===== src/rtl/burst_ramp_scaler.sv =====
module burst_ramp_scaler #(
  parameter int DW = 16,
  parameter int GW = 15,
  parameter int CW = 16,
  parameter int DEPTH = 64,
  localparam int AW = $clog2(DEPTH),
  localparam int NW = AW + 1
) (
  input  logic                 clk,
  input  logic                 rst_n,
  input  logic                 in_valid,
  input  logic signed [DW-1:0] in_data,
  input  logic                 burst_en,
  input  logic [GW-1:0]        fine_gain,
  input  logic                 coef_we,
  input  logic [AW-1:0]        coef_addr,
  input  logic [CW-1:0]        coef_wdata,
  input  logic [NW-1:0]        coef_count,
  input  logic                 interp_en,
  output logic                 out_valid,
  output logic signed [DW-1:0] out_data
);

  localparam int SW  = AW + 2;
  localparam int MW  = DW + GW + 1;
  localparam int P1W = MW - (GW - 1);
  localparam int M2W = P1W + CW + 1;
  localparam int P2W = M2W - CW;

  typedef enum logic [1:0] {S_IDLE, S_UP, S_FULL, S_DOWN} st_t;

  st_t           state, nstate;
  logic [SW-1:0] step, nstep, idx, last;
  logic [NW-1:0] n_eff;
  logic [CW-1:0] mem [DEPTH];
  logic [CW-1:0] tab, factor;
  logic [AW-1:0] base;
  logic [CW:0]   pair_sum;
  logic          odd, use_tab, use_max, going_down;

  always_ff @(posedge clk)
    if (coef_we) mem[coef_addr] <= coef_wdata;

  assign n_eff = (coef_count == '0) ? NW'(1) :
                 (coef_count > NW'(DEPTH)) ? NW'(DEPTH) : coef_count;
  assign last  = interp_en ? SW'({n_eff, 1'b0}) - SW'(2) : SW'(n_eff) - SW'(1);

  always_comb begin
    nstate = state;
    nstep = step;
    idx = '0;
    use_tab = 1'b0;
    use_max = 1'b0;
    going_down = 1'b0;
    case (state)
      S_IDLE:
        if (burst_en) begin
          use_tab = 1'b1;
          nstate = (last == '0) ? S_FULL : S_UP;
          nstep = SW'(1);
        end
      S_UP:
        if (burst_en) begin
          use_tab = 1'b1;
          idx = step;
          nstate = (step == last) ? S_FULL : S_UP;
          nstep = step + SW'(1);
        end else begin
          use_tab = 1'b1;
          idx = step - SW'(1);
          going_down = 1'b1;
        end
      S_FULL:
        if (burst_en) use_max = 1'b1;
        else begin
          use_tab = 1'b1;
          idx = last;
          going_down = 1'b1;
        end
      default: begin
        use_tab = 1'b1;
        idx = step;
        going_down = 1'b1;
      end
    endcase
    if (going_down) begin
      nstate = (idx == '0) ? S_IDLE : S_DOWN;
      nstep = idx - SW'(1);
    end
  end

  assign odd      = interp_en & idx[0];
  assign base     = interp_en ? AW'(idx >> 1) : AW'(idx);
  assign pair_sum = {1'b0, mem[base]} + {1'b0, mem[base + AW'(1)]};
  assign tab      = odd ? pair_sum[CW:1] : mem[base];
  assign factor   = use_max ? {CW{1'b1}} : (use_tab ? tab : '0);

  logic signed [MW-1:0]  prod1;
  logic signed [P1W-1:0] p1;
  logic signed [M2W-1:0] prod2;
  logic signed [P2W-1:0] p2;
  logic [P2W-DW:0]       hi;
  logic signed [DW-1:0]  satv;

  assign prod1 = MW'(in_data) * MW'($signed({1'b0, fine_gain}));
  assign p1    = P1W'(prod1 >>> (GW - 1));
  assign prod2 = M2W'(p1) * M2W'($signed({1'b0, factor}));
  assign p2    = P2W'(prod2 >>> CW);
  assign hi    = p2[P2W-1:DW-1];
  assign satv  = (&hi || ~|hi) ? p2[DW-1:0] :
                 (p2[P2W-1] ? {1'b1, {(DW-1){1'b0}}} : {1'b0, {(DW-1){1'b1}}});

  always_ff @(posedge clk or negedge rst_n)
    if (!rst_n) begin
      out_valid <= 1'b0;
      out_data <= '0;
      state <= S_IDLE;
      step <= '0;
    end else begin
      out_valid <= in_valid;
      if (in_valid) begin
        out_data <= satv;
        state <= nstate;
        step <= nstep;
      end
    end

  a_r4_valid_follows: assert property (@(posedge clk) disable iff (!rst_n)
    in_valid |=> out_valid);
  a_r4_no_spurious: assert property (@(posedge clk) disable iff (!rst_n)
    !in_valid |=> !out_valid);
  a_r5_gap_holds: assert property (@(posedge clk) disable iff (!rst_n)
    !in_valid |=> ($stable(step) && $stable(state) && $stable(out_data)));
  a_r6_full_holds: assert property (@(posedge clk) disable iff (!rst_n)
    (state == S_FULL && !(in_valid && !burst_en)) |=> state == S_FULL);
  a_r10_idle_zero: assert property (@(posedge clk) disable iff (!rst_n)
    (in_valid && state == S_IDLE && !burst_en) |=> out_data == '0);
  a_r11_down_completes: assert property (@(posedge clk) disable iff (!rst_n)
    (state == S_DOWN) |=> (state == S_DOWN || state == S_IDLE));
  a_r12_sign_kept: assert property (@(posedge clk) disable iff (!rst_n)
    (in_valid && !in_data[DW-1]) |=> !out_data[DW-1]);

endmodule


===== config.mk =====
export PLATFORM = sky130hd
export DESIGN_NAME = burst_ramp_scaler
export DESIGN_NICKNAME = d
export VERILOG_FILES = /design/src/rtl/burst_ramp_scaler.sv
export SDC_FILE = /design/constraint.sdc
export NUM_CORES = 2
export LEC_CHECK = 0
export BUFFER_PORTS_ARGS = -buffer_cell sky130_fd_sc_hd__buf_2
export CAP_MARGIN = 20
export CORE_ASPECT_RATIO = 1.1
export CORE_MARGIN = 4
export CORE_UTILIZATION = 44
export CTS_CLUSTER_SIZE = 16
export DETAILED_ROUTE_END_ITERATION = 10
export PLACE_DENSITY_LB_ADDON = 0.3
export SLEW_MARGIN = 40
export SYNTH_ARGS = -nofsm -noshare
export SYNTH_HDL_FRONTEND = slang
export SYNTH_SLANG_ARGS = --single-unit

===== constraint.sdc =====
create_clock -name clk -period 20.1 [get_ports clk]
set_input_delay 0 -clock clk [delete_from_list [all_inputs] [get_ports clk]]
set_output_delay 0 -clock clk [all_outputs]
set_load 0.02 [all_outputs]

==> impl_metrics.yaml <==
outcome:
  outcome: "finished, final reports clean"
route:
  vias_per_cell: 5.98
  dr.pass1.iters: 8
  drt_wl_total_um: 228000
  drt_iter0_drc: 6680
  routedWlPerCell_um: 23.5
  vias: 58200
  drc_errors: 0
  antenna_left: 0
worst_hold_path:
  worstHoldPathType: "input port to flop"
  min_path_cells: 3
synthesis:
  netlist_instances: 7591
  synth.area.top_cells: "edfxtp_1 42%, fa_1 15%, nand2_1 11%, a311oi_1 3.8%, inv_1 3.2%"
  synth_commonest_cells: "2,232 x nand2_1, 1,024 x edfxtp_1, 635 x inv_1, 537 x fa_1, 406 x nand3_1"
  synth_edf_count: 1024
  ys_seq_area_share_pct: 42.5
  yosys.area.top_type: "edfxtp_1"
  avgSynthCellArea_um2: 9.74
  ys.flop_type: "edfxtp_1"
  ys_seq_elements: 1051
  syn-cell-area_mm2: 0.0739
  synth_top_cell_area_share_pct: 41.6
  ys.warnings.count: 0
  post-synth-top-count-cell: "nand2_1"
  ys_async_sr_fraction_pct: 2.57
  synthDistinctLibCells: 94
  syn-num-nets: 8384
clock_network:
  cts_root_buf: "clkbuf_16"
  cts_buffers: 110
  htreeDepth: 3
  cts_repair_resize_count: 0
  cts_buffer_depth: 3
  clk_pin_slew_ns: 0.06
  clk_latency_ns: 0.77
  cts_tree: "built"
  cts_num_sinks: 1051
worst_setup_path:
  crit_required_ns: 20.79
  crit_type: "flop to flop"
  crit_path_end: "out_data[1]"
  critical_path.max_fanout: 136
  worstPathArrival_ns: 16.30
  reg2reg_slack_ns: 4.49
  end_kind: "flop"
  cp_slowest_stage_delay_ns: 0.66
  r2r-start: "state[1]"
  worst_path_max_delay_cell: "ha_1"
  cp-start-kind: "flop"
  startpoint: "state[1]"
  r2r-end: "out_data[1]"
  path_common_cell: "fa_1"
  r2r_cells: 57
sta:
  tightestPinTransition_ns: 0.936
  slew_headroom_pct: 37.2
  fin_tns_setup_ns: 0
  final_max_slew_viol_count: 0
  finalHoldViolCount: 0
  rsz0062_at_grt: "no"
  fin_skew_ns: 0.0695
  fmax_mhz: 64.1
  post-route-min-period_ns: 15.61
  finalSetupViolCount: 0
  min_period_over_period_pct: 77.7
cells_and_area:
  finalNetCount: 8217
  area_growth_pct: 9.05
  drive_above_1_share_pct: 7.59
  n_fill_cell: 15000
global_route:
  grt_max_degree: 195
  grt-ovfl-total: 0
  grt_first_pass_wirelength_um: 347000
  grt_pass1_vias: 57600
  grt_usage_pct: 25.8
  antenna_found_initial: 6
place:
  dpl.hpwl_um: 145000
  port-buffer-count: 82
  place_congestion: 0.907
floorplan:
  row_count: 157
  core_mm2: 0.167
  pin_count: 83
  die_x_um: 399
  design.die.area_mm2: 0.175
  die_y_um: 438
  initial_core_util_pct: 44.3
flow_run:
  max_cap_viol_count: 0
==> worst min-delay path by stage <==
stage / from / endpoint / slack, ns
after floorplan: rst_n / out_data[0] / -0.30
after global placement: rst_n / out_data[15] / 0.08
after detailed placement: rst_n / out_data[15] / 0.09
after CTS: coef_addr[2] / mem[49][8] / 0.004
after global routing: coef_addr[2] / mem[49][2] / 0.02
final: coef_addr[2] / mem[49][8] / 0.04
==> final cells by class <==
class                      count  area, um2  area share [%]
multi-input combinational   5370      38300            47.5
antenna                        2       5.00         0.00621
clock buffer                 139       2860            3.55
tap                         2226       2790            3.46
inverter                     637       2410            3.00
timing repair buffer         254       2220            2.76
sequential                  1051      31400            39.0
clock inverter                58        568           0.705
==> critical path, delay by kind of cell, from the launching register on <==
family / cells / cell delay, ns
AND/OR/NAND/NOR: 11 / 1.61
AO/OA/AOI/OAI: 25 / 6.51
multiplexers: 1 / 0.29
buffers and inverters: 8 / 1.24
adder cells (fa/ha/maj): 10 / 4.73
XOR/XNOR: 2 / 0.56
flip-flops: 1 / 0.40
==> logic make-up (layout without fill, tap and decap cells) <==
| kind of cell | after synthesis | count (layout) | synth area share, % |
|---|---|---|---|
| AO/OA/AOI/OAI | 948 | 948 | 9.73 |
| XOR/XNOR | 76 | 76 | 0.901 |
| adder cells (fa/ha/maj) | 727 | 727 | 17.8 |
| buffers and inverters | 1170 | 1088 | 6.49 |
| flip-flops | 1051 | 1051 | 42.5 |
| multiplexers | 64 | 64 | 1.33 |
| other | 0 | 2 | 0 |
| AND/OR/NAND/NOR | 3555 | 3555 | 21.3 |
==> repair_timing <==
action                    CTS  global route
hold buffers               22             0
buffers inserted            0             0
hold endpoints to repair  976             0
==> cells in the final DEF (no fill, tap or decap), types with 103 or more instances in the layout <==
master / count
ha_1: 189
buf_4: 118
edfxtp_1: 1024
nand2_1: 2231
clkbuf_16: 110
and2_1: 149
a311oi_1: 320
a21oi_1: 103
a31oi_1: 172
fa_1: 537
and3_1: 324
inv_1: 635
nand3_1: 406
==> layer usage <==
layer | vias up | wire (um) | GRT usage [%]
li1 | 25800 | - | -
met2 | 2958 | 108000 | 42.5
met3 | 551 | 21400 | 3.86
met5 | - | 0 | 0
met4 | 0 | 11000 | 12.0
met1 | 28900 | 87700 | 33.7
==> state kept, by name (all words and copies together) (netlist names) <==
| register | cells |
|---|---|
| out_data | 16 |
| state | 2 |
| step | 8 |
| out_valid | 1 |
| mem | 1024 |
==> metrics by stage <==
step                      hold WS, ns  util, %  std cells  cell area, um2  setup slack [ns]
after floorplan                -0.296        -       7591           73900              5.52
after global placement         0.0755     45.7       9497           76200              4.88
after detailed placement       0.0889     46.0       9508           76700              4.62
after CTS                     0.00414     48.2       9727           80300              4.56
after global routing           0.0246     48.3       9736           80600              3.39
final                          0.0409     48.3       9737           80600              4.49
Power is left out: the tool's default activity adds up to more than one toggle a clock period on the data nets, which glitch-free logic cannot reach.
